--- src/rtl/sp_pkg.sv ---
package sp_pkg;
    localparam int SEG_W    = 2;
    localparam int PAGE_W   = 4;
    localparam int OFS_W    = 8;
    localparam int FRAME_W  = 6;
    localparam int PT_DEPTH = 64;

    localparam int VA_W  = SEG_W + PAGE_W + OFS_W;
    localparam int PA_W  = FRAME_W + OFS_W;
    localparam int NSEG  = 1 << SEG_W;
    localparam int PT_AW = $clog2(PT_DEPTH);
    localparam int LEN_W = PAGE_W + 1;

    typedef struct packed {
        logic [PT_AW-1:0] base;
        logic [LEN_W-1:0] len;
    } seg_ent_t;

    typedef struct packed {
        logic               valid;
        logic [FRAME_W-1:0] frame;
    } pte_t;

    typedef enum logic [1:0] {
        ST_IDLE = 2'd0,
        ST_SEG  = 2'd1,
        ST_PT   = 2'd2,
        ST_DONE = 2'd3
    } walk_state_e;

    function automatic logic [SEG_W-1:0] va_seg(input logic [VA_W-1:0] a);
        return a[VA_W-1 -: SEG_W];
    endfunction

    function automatic logic [PAGE_W-1:0] va_page(input logic [VA_W-1:0] a);
        return a[OFS_W +: PAGE_W];
    endfunction

    function automatic logic [OFS_W-1:0] va_ofs(input logic [VA_W-1:0] a);
        return a[OFS_W-1:0];
    endfunction

    function automatic logic [PT_AW-1:0] pt_index(input logic [PT_AW-1:0] b,
                                                  input logic [PAGE_W-1:0] p);
        return b + PT_AW'(p);
    endfunction
endpackage

--- src/rtl/sp_seg_table.sv ---
module sp_seg_table
    import sp_pkg::*;
(
    input  logic             clk,
    input  logic             rst,
    input  logic             wr_en,
    input  logic [SEG_W-1:0] wr_idx,
    input  seg_ent_t         wr_ent,
    input  logic [SEG_W-1:0] rd_idx,
    output seg_ent_t         rd_ent
);
    seg_ent_t ents [NSEG];

    always_ff @(posedge clk) begin
        if (rst) begin
            for (int i = 0; i < NSEG; i++) ents[i] <= '0;
        end else if (wr_en) begin
            ents[wr_idx] <= wr_ent;
        end
    end

    assign rd_ent = ents[rd_idx];
endmodule

--- src/rtl/sp_page_table.sv ---
module sp_page_table
    import sp_pkg::*;
(
    input  logic             clk,
    input  logic             rst,
    input  logic             wr_en,
    input  logic [PT_AW-1:0] wr_addr,
    input  pte_t             wr_pte,
    input  logic [PT_AW-1:0] rd_addr,
    output pte_t             rd_pte
);
    pte_t mem [PT_DEPTH];

    always_ff @(posedge clk) begin
        if (rst) begin
            for (int i = 0; i < PT_DEPTH; i++) mem[i] <= '0;
        end else if (wr_en) begin
            mem[wr_addr] <= wr_pte;
        end
    end

    assign rd_pte = mem[rd_addr];
endmodule

--- src/rtl/sp_walk_fsm.sv ---
module sp_walk_fsm
    import sp_pkg::*;
(
    input  logic             clk,
    input  logic             rst,
    input  logic             req,
    input  logic [VA_W-1:0]  va,
    output logic [SEG_W-1:0] seg_idx,
    input  seg_ent_t         seg_ent,
    output logic [PT_AW-1:0] pt_addr,
    input  pte_t             pte,
    output logic             busy,
    output logic             done,
    output logic [PA_W-1:0]  pa,
    output logic             fault_limit,
    output logic             fault_page
);
    walk_state_e          state;
    logic [VA_W-1:0]      va_q;
    logic [PT_AW-1:0]     pt_addr_q;
    logic [FRAME_W-1:0]   frame_q;
    logic                 lim_q;
    logic                 pgf_q;
    logic                 in_range;

    assign seg_idx  = va_seg(va_q);
    assign pt_addr  = pt_addr_q;
    assign in_range = {1'b0, va_page(va_q)} < seg_ent.len;

    always_ff @(posedge clk) begin
        if (rst) begin
            state     <= ST_IDLE;
            va_q      <= '0;
            pt_addr_q <= '0;
            frame_q   <= '0;
            lim_q     <= 1'b0;
            pgf_q     <= 1'b0;
        end else begin
            case (state)
                ST_IDLE: if (req) begin
                    va_q  <= va;
                    lim_q <= 1'b0;
                    pgf_q <= 1'b0;
                    state <= ST_SEG;
                end
                ST_SEG: if (!in_range) begin
                    lim_q <= 1'b1;
                    state <= ST_DONE;
                end else begin
                    pt_addr_q <= pt_index(seg_ent.base, va_page(va_q));
                    state     <= ST_PT;
                end
                ST_PT: begin
                    if (pte.valid) frame_q <= pte.frame;
                    else           pgf_q   <= 1'b1;
                    state <= ST_DONE;
                end
                default: state <= ST_IDLE;
            endcase
        end
    end

    assign busy        = (state != ST_IDLE);
    assign done        = (state == ST_DONE);
    assign fault_limit = done && lim_q;
    assign fault_page  = done && pgf_q;
    assign pa          = (done && !lim_q && !pgf_q) ? {frame_q, va_ofs(va_q)} : '0;

    p_accept_busy_r7: assert property (@(posedge clk) disable iff (rst)
        (req && !busy) |=> busy);
    p_done_pulse_r8: assert property (@(posedge clk) disable iff (rst)
        done |=> !done);
    p_done_idle_r7: assert property (@(posedge clk) disable iff (rst)
        done |=> !busy);
    p_quiet_r8: assert property (@(posedge clk) disable iff (rst)
        !done |-> (pa == '0 && !fault_limit && !fault_page));
    p_fault_excl_r6: assert property (@(posedge clk) disable iff (rst)
        $onehot0({fault_limit, fault_page}));
    p_limit_skip_r4: assert property (@(posedge clk) disable iff (rst)
        (state == ST_SEG && !in_range) |=> fault_limit);
    p_page_after_walk_r6: assert property (@(posedge clk) disable iff (rst)
        (state == ST_PT && !pte.valid) |=> fault_page);
endmodule

--- src/rtl/seg_page_xlate.sv ---
module seg_page_xlate
    import sp_pkg::*;
(
    input  logic               clk,
    input  logic               rst,
    input  logic               req,
    input  logic [VA_W-1:0]    va,
    input  logic               seg_wr_en,
    input  logic [SEG_W-1:0]   seg_wr_idx,
    input  logic [PT_AW-1:0]   seg_wr_base,
    input  logic [LEN_W-1:0]   seg_wr_len,
    input  logic               pt_wr_en,
    input  logic [PT_AW-1:0]   pt_wr_addr,
    input  logic               pt_wr_valid,
    input  logic [FRAME_W-1:0] pt_wr_frame,
    output logic               busy,
    output logic               done,
    output logic [PA_W-1:0]    pa,
    output logic               fault_limit,
    output logic               fault_page
);
    logic [SEG_W-1:0] seg_idx;
    seg_ent_t         seg_ent;
    logic [PT_AW-1:0] pt_addr;
    pte_t             pte;
    seg_ent_t         seg_wdata;
    pte_t             pt_wdata;

    assign seg_wdata = '{base: seg_wr_base, len: seg_wr_len};
    assign pt_wdata  = '{valid: pt_wr_valid, frame: pt_wr_frame};

    sp_seg_table u_seg (
        .clk    (clk),
        .rst    (rst),
        .wr_en  (seg_wr_en),
        .wr_idx (seg_wr_idx),
        .wr_ent (seg_wdata),
        .rd_idx (seg_idx),
        .rd_ent (seg_ent)
    );

    sp_page_table u_pt (
        .clk     (clk),
        .rst     (rst),
        .wr_en   (pt_wr_en),
        .wr_addr (pt_wr_addr),
        .wr_pte  (pt_wdata),
        .rd_addr (pt_addr),
        .rd_pte  (pte)
    );

    sp_walk_fsm u_fsm (
        .clk         (clk),
        .rst         (rst),
        .req         (req),
        .va          (va),
        .seg_idx     (seg_idx),
        .seg_ent     (seg_ent),
        .pt_addr     (pt_addr),
        .pte         (pte),
        .busy        (busy),
        .done        (done),
        .pa          (pa),
        .fault_limit (fault_limit),
        .fault_page  (fault_page)
    );
endmodule

--- config.mk ---
export PLATFORM = sky130hd
export DESIGN_NAME = seg_page_xlate
export DESIGN_NICKNAME = d
export VERILOG_FILES = /design/src/rtl/sp_pkg.sv /design/src/rtl/sp_seg_table.sv /design/src/rtl/sp_page_table.sv /design/src/rtl/sp_walk_fsm.sv /design/src/rtl/seg_page_xlate.sv
export SDC_FILE = /design/constraint.sdc
export NUM_CORES = 1
export LEC_CHECK = 0
export ABC_AREA = 0
export ABC_CLOCK_PERIOD_IN_PS = 4800
export BUFFER_PORTS_ARGS = -buffer_cell sky130_fd_sc_hd__buf_4
export CAP_MARGIN = 5
export CORE_UTILIZATION = 32
export CTS_CLUSTER_DIAMETER = 100
export DETAILED_ROUTE_END_ITERATION = 12
export PLACE_DENSITY_LB_ADDON = 0.12
export SYNTH_ARGS = -nofsm -noshare
export SYNTH_HDL_FRONTEND = slang
export SYNTH_HIERARCHICAL = 1
export SYNTH_SLANG_ARGS = --single-unit
--- constraint.sdc ---
create_clock -name clk -period 4.8 [get_ports clk]
set_clock_uncertainty 0.2 [all_clocks]
set_input_delay 0.96 -clock clk [delete_from_list [all_inputs] [get_ports clk]]
set_output_delay 0.96 -clock clk [all_outputs]
set_load 0.01 [all_outputs]
==> impl_metrics.json, run 1 <==
{
  "num_vias": 13988,
  "initial_core_util_pct": 32.3,
  "worst_slew_margin_rel_pct": 21.5,
  "gr-total-overflow": 0,
  "fin_area_sq_um": 27700,
  "first_global_vias": 14248,
  "post-dp-hpwl_um": 43000,
  "worst-endpoint-arrival_ps": 2700,
  "post_synthesis_mean_instance_area_sq_um": 14.4,
  "cap_viol_max_count": 0,
  "layout_common_cells": "sky130_fd_sc_hd__and2_1, sky130_fd_sc_hd__edfxtp_1, sky130_fd_sc_hd__mux4_2",
  "clock_path_buffers": 3,
  "clk_pin_slew_ps": 60,
  "detail_route.vias_per_cell": 4.97,
  "mostFrequentLayoutCell": "sky130_fd_sc_hd__and2_1",
  "run_status": "completed",
  "synth_edf_count": 492,
  "achievable-frequency_ghz": 0.259,
  "cts_hold_buffers": 0,
  "detail_route.drc_violations": 0,
  "final_min_period_over_clock_period_pct": 80.5,
  "vert_die_dim_um": 279,
  "area.growth.synth_to_final_pct": 13.0,
  "first_iter_violations": 1039,
  "grt_pass1_wl_um": 99600,
  "clock_insertion_delay_worst_skew_ps": 650,
  "critical_path_class": "register to output port",
  "pin_count": 63,
  "drt-pass1-iter-count": 5,
  "fin_hold_ws_ps": 248,
  "row_count": 101,
  "die_outline_width_um": 279,
  "cp_max_fo": 14,
  "synth.lib_cells_used.distinct": 62,
  "setup_tns_ps": 0,
  "synth_ff_type": "sky130_fd_sc_hd__edfxtp_1",
  "grt_max_degree": 65,
  "power_leakage_nw": 9.39,
  "timing.critical_path.to_type": "output port",
  "postRouteWirelength_um": 68900,
  "holdCritStartpoint": "u_fsm/va_q[3]",
  "power-per-cell-area_nw_per_um2": 452,
  "layout_net_count": 1789,
  "core_area_sq_um": 75900,
  "syn_nets": 1762,
  "clk_sinks": 522,
  "clock_tree_from_tritoncts": "built",
  "numCtsBuffers": 60,
  "min-delay-path-class": "register to register",
  "syn_area_sq_um": 24500,
  "yosys_warnings": 6,
  "cp.required_ps": 3640,
  "post_route_cells_drive_above_1_share_pct": 20.8,
  "place.port_buffers": 62,
  "cts_post_setup_buffers_inserted": 0,
  "finalSetupViolations": 0,
  "post-route-min-period_ps": 3860,
  "post_drt_antenna_nets": 0,
  "post_dp_cell_area_sq_um": 25800,
  "reg2reg_from": "u_fsm/pt_addr[0]",
  "grt_util_all_layers_pct": 17.8,
  "max-vdd-ir-drop_mv": 0.287,
  "startpoint": "u_fsm/state[0]",
  "synth.ff_latch_count": 522,
  "place.gp.congestion": 0.764,
  "die_area_sq_um": 77800,
  "async_reset_ff_share_pct": 0,
  "post_drt_wl_per_cell_um": 24.5,
  "slew_violations": 0,
  "final-hold-violation-count": 0,
  "antenna_found_initial": 2,
  "rsz0062_at_grt": "false",
  "htree_levels": 2,
  "ctsResizeCount": 0,
  "clockRootBuffer": "sky130_fd_sc_hd__clkbuf_16",
  "synth.yosys.seq_area_share_pct": 62.7,
  "synth_cells": 1705,
  "critPathLaunchType": "register",
  "tightest_slew_ps": 1180
}
-- area by class of cell --
class,count,area [sq um]
diodes,1,2.50
clock buffers,75,1630
clock inverters,37,238
fillers,7212,48200
inverters,11,41.3
multi-input cells,1053,8470
flip-flops and latches,522,15400
well taps,1030,1290
repair buffers,84,656
-- cells by family after synthesis --
logic type	share of synthesized area (%)
mux	12.1
flops	62.7
buf+inv	2.79
fa+ha+maj	0.643
compound gates	2.93
simple gates	18.7
xor+xnor	0.143
-- routing by layer --
layer  track usage (%)  up-vias  wire length [um]
met1              24.1     7239             31200
met4              4.75        0              1550
met5                 0        -                 0
li1                  -     6289                 -
met2              29.4      363             32900
met3              2.96       97              3170
-- flip-flops by register name, summed over array words and instances, names as in the netlist --
| register | cells |
|---|---|
| u_fsm/lim_q | 1 |
| u_fsm/frame_q | 6 |
| u_seg/ents | 44 |
| u_fsm/pgf_q | 1 |
| u_fsm/pt_addr | 6 |
| u_fsm/va_q | 14 |
| u_pt/mem | 448 |
| u_fsm/state | 2 |
-- power breakdown --
| part | leakage (nW) | switching, mW | internal, mW | total (mW) |
|---|---|---|---|---|
| registers | 4.94 | 0.344 | 5.28 | 5.62 |
| logic | 3.53 | 1.47 | 1.11 | 2.58 |
| clock network | 0.926 | 1.87 | 2.45 | 4.32 |
| total | 9.39 | 3.68 | 8.84 | 12.5 |
-- critical path, cell delays in order (launching register included) --
cell and delay (ps):
sky130_fd_sc_hd__dfxtp_1 400, sky130_fd_sc_hd__ha_1 300, sky130_fd_sc_hd__nor3b_1 970, sky130_fd_sc_hd__and2_1 260
sky130_fd_sc_hd__buf_4 130
-- path summary, 6_finish.rpt --
kind	to	depth (start not counted)	slack [ps]
worst max-delay path	pa[9]	4	940
worst max register to register	u_fsm/frame_q[0]	8	1440
worst min register to register	u_fsm/va_q[3]	2	250
worst min-delay path	u_fsm/va_q[3]	2	250
-- stage by stage --
step | worst slack (ps) | utilization [%] | total power [mW] | instances
2_1_floorplan | 2090 | - | 7.40 | 1705
3_3_place_gp | 1260 | 34.0 | 8.29 | 2700
3_5_place_dp | 1220 | 34.0 | 8.31 | 2700
4_1_cts | 893 | 36.5 | 12.7 | 2812
5_1_grt | 673 | 36.5 | 13.0 | 2812
6_report | 938 | 36.5 | 12.5 | 2813
-- Yosys cell counts, types with 3 or more instances --
master                     count  area [sq um]
sky130_fd_sc_hd__o21ai_1       4          20.0
sky130_fd_sc_hd__edfxtp_1    492         14800
sky130_fd_sc_hd__buf_2        10          50.1
sky130_fd_sc_hd__inv_1        11          41.3
sky130_fd_sc_hd__buf_1         8          30.0
sky130_fd_sc_hd__nor2b_1      14          87.6
sky130_fd_sc_hd__o21ai_0       4          20.0
sky130_fd_sc_hd__nand3_1      18          90.1
sky130_fd_sc_hd__xnor2_1       3          26.3
sky130_fd_sc_hd__mux2i_1      15           150
sky130_fd_sc_hd__a221o_1       3          30.0
sky130_fd_sc_hd__a21oi_1      36           180
sky130_fd_sc_hd__nor2_1       84           315
sky130_fd_sc_hd__buf_4        13          97.6
sky130_fd_sc_hd__a31oi_1       3          18.8
sky130_fd_sc_hd__or2_2        64           400
sky130_fd_sc_hd__and2_1      508          3180
sky130_fd_sc_hd__a211oi_1      7          52.6
sky130_fd_sc_hd__o221ai_1      9          78.8
sky130_fd_sc_hd__o22ai_1      14          87.6
sky130_fd_sc_hd__clkbuf_1     74           278
sky130_fd_sc_hd__or3_1         7          43.8
sky130_fd_sc_hd__mux4_2      110          2480
sky130_fd_sc_hd__ha_1         11           138
sky130_fd_sc_hd__o211ai_1      3          22.5
sky130_fd_sc_hd__dfxtp_1      30           601
sky130_fd_sc_hd__buf_12        4          80.1
sky130_fd_sc_hd__nand3b_1      7          52.6
sky130_fd_sc_hd__o41ai_1       3          26.3
sky130_fd_sc_hd__o21a_1        3          22.5
sky130_fd_sc_hd__buf_6         9           101
sky130_fd_sc_hd__mux2_2        9           101
sky130_fd_sc_hd__nand2b_1      8          50.1
sky130_fd_sc_hd__mux4_1        9           236
sky130_fd_sc_hd__o21bai_1      3          22.5
sky130_fd_sc_hd__nand2_1      58           218
sky130_fd_sc_hd__nor3_1        7          35.0
No activity file was read; power rests on OpenSTA's default activity.
==> run 2, diff against run 1 <==
--- a/config.mk
+++ b/config.mk
@@ -5,8 +5,8 @@
 export SDC_FILE = /design/constraint.sdc
 export NUM_CORES = 1
 export LEC_CHECK = 0
-export ABC_AREA = 0
-export ABC_CLOCK_PERIOD_IN_PS = 4800
+export ABC_AREA = 1
+export ABC_CLOCK_PERIOD_IN_PS = 3610
 export BUFFER_PORTS_ARGS = -buffer_cell sky130_fd_sc_hd__buf_4
 export CAP_MARGIN = 5
 export CORE_UTILIZATION = 32
==> constraint.sdc (replaced) <==
create_clock -name clk -period 3.61 [get_ports clk]
set_clock_uncertainty 0.2 [all_clocks]
set_input_delay 0.722 -clock clk [delete_from_list [all_inputs] [get_ports clk]]
set_output_delay 0.722 -clock clk [all_outputs]
set_load 0.01 [all_outputs]
==> run 2 against run 1 <==
Highest routed layer is now met5. Critical endpoint is now pa[10]. Largest power group unchanged. Cell area grew 0.73%. Die area shrank 1.0%. Register-to-register slack lost 700 ps.
==> impl_metrics.json, run 2 <==
{
  "antenna_found_initial": 1,
  "timing.critical_path.to_type": "output port",
  "post_route_cells_drive_above_1_share_pct": 9.51,
  "wl_met2_um": 34200,
  "ctsResizeCount": 0,
  "post-dp-hpwl_um": 46500,
  "synth_top_cell_area_share_pct": 60.9,
  "synth.ff_latch_count": 522,
  "power.share.switching_pct": 34.9,
  "detail_route.drc_violations": 0,
  "slew_violations": 0,
  "post_drt_antenna_nets": 0,
  "cts_post_setup_buffers_inserted": 0,
  "core_area_sq_um": 74700,
  "cell_taking_the_most_area_after_synthesis": "sky130_fd_sc_hd__edfxtp_1",
  "cts_hold_buffers": 0,
  "internal-power_mw": 12.3,
  "clock_tree_from_tritoncts": "built",
  "synth_ff_type": "sky130_fd_sc_hd__edfxtp_1",
  "post_synthesis_mean_instance_area_sq_um": 9.27,
  "first_iter_violations": 1601,
  "rsz0062_at_grt": "false",
  "run_status": "completed",
  "postRouteWirelength_um": 73700,
  "final-hold-violation-count": 0,
  "yosys-top-cells-count": "sky130_fd_sc_hd__nand2_1, sky130_fd_sc_hd__nor2_1, sky130_fd_sc_hd__edfxtp_1",
  "async_reset_ff_share_pct": 0,
  "final_min_period_over_clock_period_pct": 80.2,
  "total_power_mw": 18.8,
  "num_vias": 18328,
  "htree_levels": 2,
  "pin_count": 63,
  "yosys_warnings": 6,
  "area.growth.synth_to_final_pct": 15.0,
  "seqPwrFrac_pct": 38.6,
  "gr-total-overflow": 0,
  "cp.required_ps": 2690,
  "clock_insertion_delay_worst_skew_ps": 630,
  "min-delay-path-class": "input pin to register",
  "cp_max_fo": 14,
  "largest_register": "u_pt/mem",
  "setup_tns_ps": 0,
  "worst_slew_margin_rel_pct": 23.1,
  "grt_pass1_wl_um": 111000,
  "synth.yosys.seq_area_share_pct": 63.3,
  "mostFrequentLayoutCell": "sky130_fd_sc_hd__nand2_1",
  "worst-endpoint-arrival_ps": 1970,
  "cap_viol_max_count": 0,
  "clockRootBuffer": "sky130_fd_sc_hd__clkbuf_16",
  "largest_register_ff_count": 448,
  "drt-pass1-iter-count": 5,
  "wl_met1_um": 34000,
  "clock_path_buffers": 3,
  "synth_edf_count": 492,
  "critPathLaunchType": "register",
  "tightest_slew_ps": 1150,
  "clk_pin_slew_ps": 60,
  "place.port_buffers": 62,
  "vert_die_dim_um": 277,
  "syn_nets": 2677,
  "power-per-cell-area_nw_per_um2": 674,
  "post-route-min-period_ps": 2890,
  "die_area_sq_um": 77000,
  "initial_core_util_pct": 32.5,
  "numCtsBuffers": 60,
  "post_drt_wl_per_cell_um": 20.1,
  "wl_met3_um": 3870,
  "syn_area_sq_um": 24300,
  "finalSetupViolations": 0,
  "synth.lib_cells_used.distinct": 30,
  "synth_cells": 2620,
  "layout_common_cells": "sky130_fd_sc_hd__nand2_1, sky130_fd_sc_hd__nor2_1, sky130_fd_sc_hd__edfxtp_1",
  "synth.area.top_cells": "sky130_fd_sc_hd__edfxtp_1, sky130_fd_sc_hd__nand2_1, sky130_fd_sc_hd__nand3_1",
  "critical_path_class": "register to output port",
  "clk_sinks": 522,
  "place.gp.congestion": 0.841,
  "detail_route.vias_per_cell": 5.00,
  "total_switching_power_mw": 6.57,
  "achievable-frequency_ghz": 0.346,
  "first_global_vias": 18060,
  "row_count": 100,
  "clock_power_share_pct": 32.9,
  "top_signal_layer_used": "met5",
  "antenna_cells_inserted": 0,
  "power_leakage_nw": 11.1,
  "grt_max_degree": 114,
  "top_regs": "u_pt/mem x448, u_seg/ents x44, u_fsm/va_q x14",
  "yosys.cell_count.top_type": "sky130_fd_sc_hd__nand2_1",
  "max-vdd-ir-drop_mv": 0.495,
  "layout_net_count": 2699,
  "die_outline_width_um": 277,
  "grt_util_all_layers_pct": 19.0,
  "power.combinational.fraction_pct": 28.5
}
==> run 2: cell types whose count changed after synthesis, sizes merged, moves of 106 or more <==
cell / delta
and2: -509
inv: +106
nand3: +394
mux4: -119
nand2: +727
nor2: +434
==> run 2: logic make-up after synthesis <==
kind of cell | Yosys count | share of synthesized area [%]
xor gates and xnor gates | 3 | 0.108
adders and majority gates | 12 | 0.649
and+or+nand+nor | 1748 | 30.1
DFF | 522 | 63.3
buffers and inverters | 284 | 4.73
AOI/OAI and AO/OA | 51 | 1.05
==> run 2: layout make-up <==
class / count / area [sq um]
Fill cell: 7519 / 46800
Sequential cell: 522 / 15400
Multi-Input combinational cell: 1814 / 7750
Clock buffer: 75 / 1600
Tap cell: 969 / 1210
Timing Repair Buffer: 126 / 1120
Inverter: 118 / 452
Clock inverter: 38 / 394
==> run 2: layer usage <==
metal | GRT usage, % | up-vias
li1 | - | 8754
met1 | 26.4 | 8924
met2 | 31.0 | 540
met3 | 2.53 | 108
met4 | 5.28 | 2
met5 | 0 | -
==> run 2: worst paths after layout <==
path | from | to | slack (ps) | depth (start not counted)
worst max register to register | u_fsm/pt_addr[1] | u_fsm/frame_q[0] | 740 | 13
worst min register to register | u_fsm/va_q[6] | u_fsm/va_q[6] | 260 | 2
worst min-delay path | va[9] | u_fsm/va_q[9] | 150 | 3
worst max-delay path | u_fsm/state[0] | pa[10] | 720 | 4
==> run 2: worst max-delay path, cell delays in order (launching register included) <==
cell and delay (ps):
sky130_fd_sc_hd__dfxtp_1 380, sky130_fd_sc_hd__ha_1 260, sky130_fd_sc_hd__nand2_1 310, sky130_fd_sc_hd__nor2_1 240, sky130_fd_sc_hd__buf_4 150
==> run 2: power groups by stage <==
stage,sequential [mW],combinational (mW),clock (mW)
2_1_floorplan,7.26,3.47,0
3_3_place_gp,7.38,5.33,0
3_5_place_dp,7.39,5.34,0
4_1_cts,7.26,5.37,6.35
5_1_grt,7.31,5.88,6.56
6_report,7.26,5.37,6.20
==> run 2: per-stage QoR <==
step	std cells	setup WS [ps]	hold slack (ps)	utilization (%)	cell area, sq um
floorplan	2620	1030	229	-	24300
global placement	3549	397	239	34.7	25900
detailed placement	3549	331	252	34.7	25900
CTS	3662	624	122	37.4	27900
global route	3662	462	165	37.4	27900
finish	3662	716	154	37.4	27900
